--- src/rtl/rop_pkg.sv ---
package rop_pkg;
    typedef enum logic {
        ST_EMPTY = 1'b0,
        ST_FULL  = 1'b1
    } stage_st_t;
endpackage

--- src/rtl/rop_pat_gen.sv ---
module rop_pat_gen #(
    parameter int LANES = 4,
    parameter int POS_W = 16,
    parameter int TILE  = 8
) (
    input  logic [POS_W-1:0]     pos_x,
    input  logic [POS_W-1:0]     pos_y,
    input  logic [TILE*TILE-1:0] tile,
    output logic [LANES-1:0]     pat_bits
);
    localparam int TLG = $clog2(TILE);

    for (genvar i = 0; i < LANES; i++) begin : g_lane
        logic [POS_W-1:0] lane_x;
        logic [2*TLG-1:0] idx;
        assign lane_x      = pos_x + POS_W'(i);
        assign idx         = {pos_y[TLG-1:0], lane_x[TLG-1:0]};
        assign pat_bits[i] = tile[idx];
    end
endmodule

--- src/rtl/rop_src_expand.sv ---
module rop_src_expand #(
    parameter int LANES = 4,
    parameter int PIX_W = 8
) (
    input  logic                   mono_en,
    input  logic [LANES*PIX_W-1:0] src_word,
    input  logic [PIX_W-1:0]       fg,
    input  logic [PIX_W-1:0]       bg,
    output logic [LANES*PIX_W-1:0] src_pix,
    output logic [LANES-1:0]       src_bits
);
    for (genvar i = 0; i < LANES; i++) begin : g_lane
        assign src_bits[i] = src_word[i];
        assign src_pix[i*PIX_W +: PIX_W] = !mono_en ? src_word[i*PIX_W +: PIX_W]
                                         : (src_word[i] ? fg : bg);
    end
endmodule

--- src/rtl/rop_lane.sv ---
module rop_lane #(
    parameter int PIX_W = 8
) (
    input  logic [7:0]       rop,
    input  logic [PIX_W-1:0] pat,
    input  logic [PIX_W-1:0] src,
    input  logic [PIX_W-1:0] dst,
    output logic [PIX_W-1:0] res
);
    for (genvar b = 0; b < PIX_W; b++) begin : g_bit
        assign res[b] = rop[{pat[b], src[b], dst[b]}];
    end
endmodule

--- src/rtl/rop3_stage.sv ---
module rop3_stage
    import rop_pkg::*;
#(
    parameter int PIX_W = 8,
    parameter int LANES = 4,
    parameter int POS_W = 16,
    parameter int TILE  = 8
) (
    input  logic                   clk,
    input  logic                   rst_n,
    input  logic [7:0]             cfg_rop,
    input  logic                   cfg_src_mono,
    input  logic                   cfg_src_transp,
    input  logic                   cfg_pat_transp,
    input  logic [TILE*TILE-1:0]   cfg_pat_tile,
    input  logic [PIX_W-1:0]       cfg_pat_fg,
    input  logic [PIX_W-1:0]       cfg_pat_bg,
    input  logic [PIX_W-1:0]       cfg_src_fg,
    input  logic [PIX_W-1:0]       cfg_src_bg,
    input  logic                   in_valid,
    output logic                   in_ready,
    input  logic [POS_W-1:0]       in_x,
    input  logic [POS_W-1:0]       in_y,
    input  logic [LANES*PIX_W-1:0] in_src,
    input  logic [LANES*PIX_W-1:0] in_dst,
    output logic                   out_valid,
    input  logic                   out_ready,
    output logic [LANES*PIX_W-1:0] out_data,
    output logic [LANES-1:0]       out_be
);
    localparam int WORD_W = LANES * PIX_W;

    stage_st_t state_q, state_d;
    logic                accept;
    logic [LANES-1:0]    pat_bits;
    logic [LANES-1:0]    src_bits;
    logic [WORD_W-1:0]   src_pix;
    logic [WORD_W-1:0]   res_word;
    logic [LANES-1:0]    be_word;
    logic [WORD_W-1:0]   data_q;
    logic [LANES-1:0]    be_q;

    rop_pat_gen #(.LANES(LANES), .POS_W(POS_W), .TILE(TILE)) pat_i (
        .pos_x    (in_x),
        .pos_y    (in_y),
        .tile     (cfg_pat_tile),
        .pat_bits (pat_bits)
    );

    rop_src_expand #(.LANES(LANES), .PIX_W(PIX_W)) src_i (
        .mono_en  (cfg_src_mono),
        .src_word (in_src),
        .fg       (cfg_src_fg),
        .bg       (cfg_src_bg),
        .src_pix  (src_pix),
        .src_bits (src_bits)
    );

    for (genvar i = 0; i < LANES; i++) begin : g_lane
        logic [PIX_W-1:0] pat_pix;
        assign pat_pix = pat_bits[i] ? cfg_pat_fg : cfg_pat_bg;

        rop_lane #(.PIX_W(PIX_W)) lane_i (
            .rop (cfg_rop),
            .pat (pat_pix),
            .src (src_pix[i*PIX_W +: PIX_W]),
            .dst (in_dst[i*PIX_W +: PIX_W]),
            .res (res_word[i*PIX_W +: PIX_W])
        );

        assign be_word[i] = !(cfg_pat_transp && !pat_bits[i])
                         && !(cfg_src_transp && cfg_src_mono && !src_bits[i]);
    end

    assign in_ready = (state_q == ST_EMPTY) || out_ready;
    assign accept   = in_valid && in_ready;

    // State register
    always_ff @(posedge clk) begin
        if (!rst_n) state_q <= ST_EMPTY;
        else        state_q <= state_d;
    end

    // Next state
    always_comb begin
        state_d = state_q;
        unique case (state_q)
            ST_EMPTY: if (in_valid)                state_d = ST_FULL;
            ST_FULL:  if (out_ready && !in_valid)  state_d = ST_EMPTY;
            default:                               state_d = ST_EMPTY;
        endcase
    end

    // Output register
    always_ff @(posedge clk) begin
        if (!rst_n) begin
            data_q <= '0;
            be_q   <= '0;
        end else if (accept) begin
            data_q <= res_word;
            be_q   <= be_word;
        end
    end

    assign out_valid = (state_q == ST_FULL);
    assign out_data  = data_q;
    assign out_be    = be_q;


    accept_to_valid_chk: assert property (@(posedge clk) disable iff (!rst_n)
        in_valid && in_ready |=> out_valid);


    hold_stable_chk: assert property (@(posedge clk) disable iff (!rst_n)
        out_valid && !out_ready |=> out_valid && $stable(out_data) && $stable(out_be));


    ready_when_empty_chk: assert property (@(posedge clk) disable iff (!rst_n)
        !out_valid |-> in_ready);


    pat_transp_chk: assert property (@(posedge clk) disable iff (!rst_n)
        in_valid && in_ready && cfg_pat_transp && (pat_bits == '0) |=> out_be == '0);


    src_transp_chk: assert property (@(posedge clk) disable iff (!rst_n)
        in_valid && in_ready && cfg_src_transp && cfg_src_mono && (src_bits == '0)
        |=> out_be == '0);
endmodule

--- config.mk ---
export PLATFORM = sky130hd
export DESIGN_NAME = rop3_stage
export DESIGN_NICKNAME = d
export VERILOG_FILES = /design/src/rtl/rop_pkg.sv /design/src/rtl/rop_pat_gen.sv /design/src/rtl/rop_src_expand.sv /design/src/rtl/rop_lane.sv /design/src/rtl/rop3_stage.sv
export SDC_FILE = /design/constraint.sdc
export NUM_CORES = 1
export LEC_CHECK = 0
export BUFFER_PORTS_ARGS = -buffer_cell sky130_fd_sc_hd__buf_2
export CAP_MARGIN = 20
export CORE_MARGIN = 1
export CORE_UTILIZATION = 45
export DETAILED_ROUTE_END_ITERATION = 10
export GPL_ROUTABILITY_DRIVEN = 0
export PLACE_DENSITY = 0.77
export REMOVE_ABC_BUFFERS = 1
export SLEW_MARGIN = 10
export SYNTH_ARGS = -nofsm -noshare
export SYNTH_HDL_FRONTEND = slang
export SYNTH_SLANG_ARGS = --single-unit
--- constraint.sdc ---
create_clock -name clk -period 3.55 [get_ports clk]
set_clock_uncertainty 0.05 [all_clocks]
set_input_delay 0.5325 -clock clk [delete_from_list [all_inputs] [get_ports clk]]
set_output_delay 0.5325 -clock clk [all_outputs]
set_load 0.005 [all_outputs]
* After elaboration in Yosys (flattened, before gate mapping)
Index checks and enable logic that the tools add are counted.
Cells by class: add/sub/neg operators 3, bitwise operators 1, mux-type cells 87, reduce and logical (&&, ||, !) cells 33, $lt $le $gt $ge 36
Operator list (number):
- $lt A3 B4 Y1 const B | 32
- $bmux W1 S3 | 32
- $mux W8 | 12
- $mux W1 | 38
- $lt A6 B7 Y1 const B | 4
- $bmux W1 S6 | 4
- $logic_not A1 Y1 | 17
- $logic_and A1 B1 Y1 | 15
- $add A3 B2 Y3 const B | 2
- $add A3 B1 Y3 const B | 1
- $pmux W1 S2 | 1
- $logic_or A1 B1 Y1 | 1
- $not A1 Y1 | 1
Word-level totals: output and inout bits 38, word-level logic and storage cells 163, input bits 207, flip-flop bits (word level) 37

* Logic depth before layout (Yosys ltp)
depth after elaboration 7, mapped depth 14, mapped depth without buffers 10

* Hierarchy
From an unflattened synthesis, not the netlist that was laid out.
Unflattened totals: cell total of the unflattened synthesis 648, area total of the unflattened synthesis 6988.0 um^2
By module, submodules not included:
- rop_pat_gen | instances 1, sequential area each 0.0 um^2, area each 2183.3 um^2, cells each 235
- rop_lane | instances 4, sequential area each 0.0 um^2, area each 510.5 um^2, cells each 24
- rop3_stage | instances 1, sequential area each 740.7 um^2, area each 1881.8 um^2, cells each 206
- rop_src_expand | instances 1, sequential area each 0.0 um^2, area each 880.8 um^2, cells each 111

* Worst setup path before layout
OpenSTA, ideal clock, no wires.
path kind in2reg, from in in_x[1], to reg data_q[10], in the netlist out_data[10], library setup time 0.086 ns, path buffers 3, slack -0.018 ns, arrival 3.433 ns, cell stages on the path 11, cells stage by stage buf_2 inv_1 ha_1 buf_2 mux4_2 o32a_1 a31o_2 a31oi_4 buf_6 mux2_2 a211oi_1
On the way: word-level cells in the longest chain between the ends 6
RTL lines:
- from (decl) | line rop3_stage.sv:22 | input logic [POS_W-1:0] in_x,
- $add A3 B1 Y3 | line rop_pat_gen.sv:16 | assign lane_x = pos_x + POS_W'(i);
- $bmux W1 S6 | line rop_pat_gen.sv:18 | assign pat_bits[i] = tile[idx];
- $mux W1 (implied by the code) | line rop_pat_gen.sv:18
- $mux W8 | line rop3_stage.sv:61 | assign pat_pix = pat_bits[i] ? cfg_pat_fg : cfg_pat_bg;
- $bmux W1 S3 | line rop_lane.sv:11 | assign res[b] = rop[{pat[b], src[b], dst[b]}];
- $mux W1 (implied by the code) | line rop_lane.sv:11
- to (signal assigned) | line rop3_stage.sv:100 | data_q <= res_word;
- to (decl) | line rop3_stage.sv:40 | logic [WORD_W-1:0] data_q;
Every way passes these cells. The select of a mux whose other input is x is not followed. A chain may end at the register's enable or synchronous reset.

* Final worst setup path
from in in_x[0], to reg data_q[31], in the netlist out_data[31]
On the way: word-level cells in the longest chain between the ends 6
RTL lines (line):
- $add A3 B2 Y3 | rop_pat_gen.sv:16
- $bmux W1 S6 | rop_pat_gen.sv:18
- $mux W1 (implied by the code) | rop_pat_gen.sv:18
- $mux W8 | rop3_stage.sv:61
- $bmux W1 S3 | rop_lane.sv:11
- $mux W1 (implied by the code) | rop_lane.sv:11
Every way passes these cells. The select of a mux whose other input is x is not followed.

==> impl_metrics.ini <==
[status]
status = completed

[global_route]
grt_start_max_net_pins = 56
met2_usage_pct = 47.47
antenna_found_initial = 3
grt_overflow = 0
grt_pass1_wl_um = 35300
first_global_vias = 6751
grtUsageTotal_pct = 29.93
use_met3_pct = 5.403
grt_busiest_layer = met2
grt_util_met1_pct = 39.35

[clock_network]
clockBufferDepth = 2
clock-root-buffer = clkbuf_16
cts.sinks = 37
insertion_delay_ns = 0.29
numCtsBuffers = 5
cts_resized = 0
cts_tree = built
htreeDepth = 2
hold_buffers = 0
clk_pin_slew_ns = 0.07
postCtsSetupBuffers = 0

[hold_path]
min_path_type = flip-flop to flip-flop

[timing]
finalSetupViolCount = 0
postLayoutSetupSlackWorst_ns = 0.2334
fmax_ghz = 0.3015
fin_crit_sh_pct = 93.42
drv_slew = 0
relSlewSlack_pct = 42.18
tightest_slew_ns = 0.8651
layout_min_cycle_time_ns = 3.317
rsz0062_at_grt = no
hold_violations = 0

[die]
initial_core_util_pct = 46.09
die_area_um2 = 15320
core_um2 = 14480
die_h_um = 123.8
core.rowCount = 44
pin_count = 245
die_x_um = 123.8

[finish]
drive_gt1_share_pct = 45.55
nNetsFinal = 1084
fin_cells = 1063
areaGrowthSynthToFinish_pct = 21.26
fin_area_um2 = 8092

[route]
vias = 7131
drc = 0
first_iter_violations = 626
first_pass_iters = 5
viasPerCell = 6.708
wl_per_cell_um = 21.48
ant_nets = 0
postRouteWirelength_um = 22830

[logic_synthesis]
netlist_top_cells_count = 111 x mux4_2, 69 x o21ai_0, 68 x nand2_1
synth_seq_area_share_pct = 11.10
async_flop_share_pct = 0
yosysMostFrequentCell = mux4_2
netlist_area_um2 = 6673
synth.top_cell.area_share_pct = 37.46
synth_top_area_cell = mux4_2
synth_edf_count = 0
synthFlopType = dfxtp_1
ys_seq_elements = 37
syn_inst = 700
yosysUniqueCellTypes = 57
synth_warnings = 0
synth.area.top_cells = mux4_2 37%, dfxtp_1 11%, mux2i_1 9.5%, o21ai_0 5.2%, a211oi_1 4.3%
syn_area_per_cell_um2 = 9.532

[critical_path]
required_ns = 3.70
worst_setup_path_end_kind = flip-flop
cp-start-kind = input pin
critPathMaxFanout = 13
arrival_ns = 3.47
r2r_setup_slack_ns = 1.58
path_class = input pin to flip-flop

[placed_design]
dp_hpwl_um = 16000
dp_slack_ns = -0.05043
dp_cells = 1052
port_buffers = 218
place_area_um2 = 7915

[power_and_ir_drop]
ir_drop_v = 0.0001676
p_per_area_nw_per_um2 = 271.1
leakagePower_nw = 3.310
fin_total_pwr_mw = 2.194

[job]
maxCapViolations = 0
-- per-layer routing --
metal  part of all wire [%]  wire length [um]  vias up
met2                     48             10850      479
met4                    4.5              1037        0
li1                       -                 -     3144
met5                      0                 0        -
met1                     38              8742     3412
met3                    9.6              2203       96
-- logic make-up (layout without fill, tap and decap cells) --
| group | Yosys count | in the layout | share of synthesized area, % |
|---|---|---|---|
| multiplexers | 198 | 198 | 51.19 |
| adder cells (fa/ha/maj) | 2 | 2 | 0.3750 |
| buffers and inverters | 87 | 263 | 6.150 |
| AND/OR/NAND/NOR | 212 | 212 | 14.85 |
| XOR/XNOR | 4 | 4 | 0.9190 |
| other | 0 | 3 | 0 |
| AO/OA/AOI/OAI | 160 | 160 | 15.41 |
| flip-flops | 37 | 37 | 11.10 |
-- state kept, by name, summed over array words and instances, names as in the netlist --
signal and cells:
out_data 32, out_be 4, out_valid 1
-- through the flow --
| step | setup TNS [ns] | hold slack [ns] | utilization [%] |
|---|---|---|---|
| 6_report | 0 | 0.4117 | 55.88 |
| 5_1_grt | 0 | 0.4430 | 55.85 |
| 4_1_cts | 0 | 0.4155 | 55.83 |
| 3_5_place_dp | -0.1313 | 0.4062 | 54.67 |
| 3_3_place_gp | 0 | 0.4002 | 54.67 |
| 2_1_floorplan | -2.376 | 0.4074 | - |
-- worst paths after layout --
kind,from,end,cells past startpoint
worst max-delay path,in_x[0],out_data[31]$_SDFFE_PN0P_,13
worst min-delay path,out_data[30]$_SDFFE_PN0P_,out_data[30]$_SDFFE_PN0P_,2
worst max register to register,out_valid$_SDFF_PN0_,out_data[11]$_SDFFE_PN0P_,5
worst min register to register,out_data[30]$_SDFFE_PN0P_,out_data[30]$_SDFFE_PN0P_,2
-- worst max-delay path, cell delays in order --
cell       delay (ns)
buf_2            0.12
inv_2            0.04
ha_1             0.36
buf_4            0.22
mux2i_1          0.21
mux4_2           0.24
nor2_1           0.04
a2111oi_1        0.80
or2_1            0.24
buf_4            0.19
o21ai_1          0.09
and2_1           0.16
a211oi_1         0.21
-- power by group --
| part | switching (mW) | leakage [nW] | internal, mW |
|---|---|---|---|
| clock network | 0.202 | 0.0842 | 0.333 |
| logic | 0.592 | 2.92 | 0.584 |
| registers | 0.0226 | 0.307 | 0.460 |
| total | 0.817 | 3.31 | 1.38 |
-- cell type report --
cell class | instances | area (um^2)
inverters | 8 | 30.03
clock inverters | 3 | 43.79
diodes | 3 | 7.507
repair buffers | 247 | 1384
clock buffers | 5 | 125.1
fillers | 1288 | 6387
flip-flops and latches | 37 | 740.7
multi-input cells | 576 | 5530
well taps | 184 | 230.2
-- placed cells by master (no fill, tap or decap), types with 4 or more instances in the layout --
cell type and instances:
inv_1 7, a21boi_0 5, nor3b_1 4, mux4_2 111
and2_1 13, buf_4 23, clkbuf_16 5, a211oi_1 38
nor2b_1 6, dfxtp_1 37, nor3_1 37, mux2i_1 63
nor2_1 42, mux2_2 22, o21ai_0 69, nand2_1 67
a21oi_1 6, a22oi_1 9, buf_2 218, nand3_1 25
a31oi_1 4, o21ai_1 8, buf_12 6
Power figures use the tool's default switching activity.
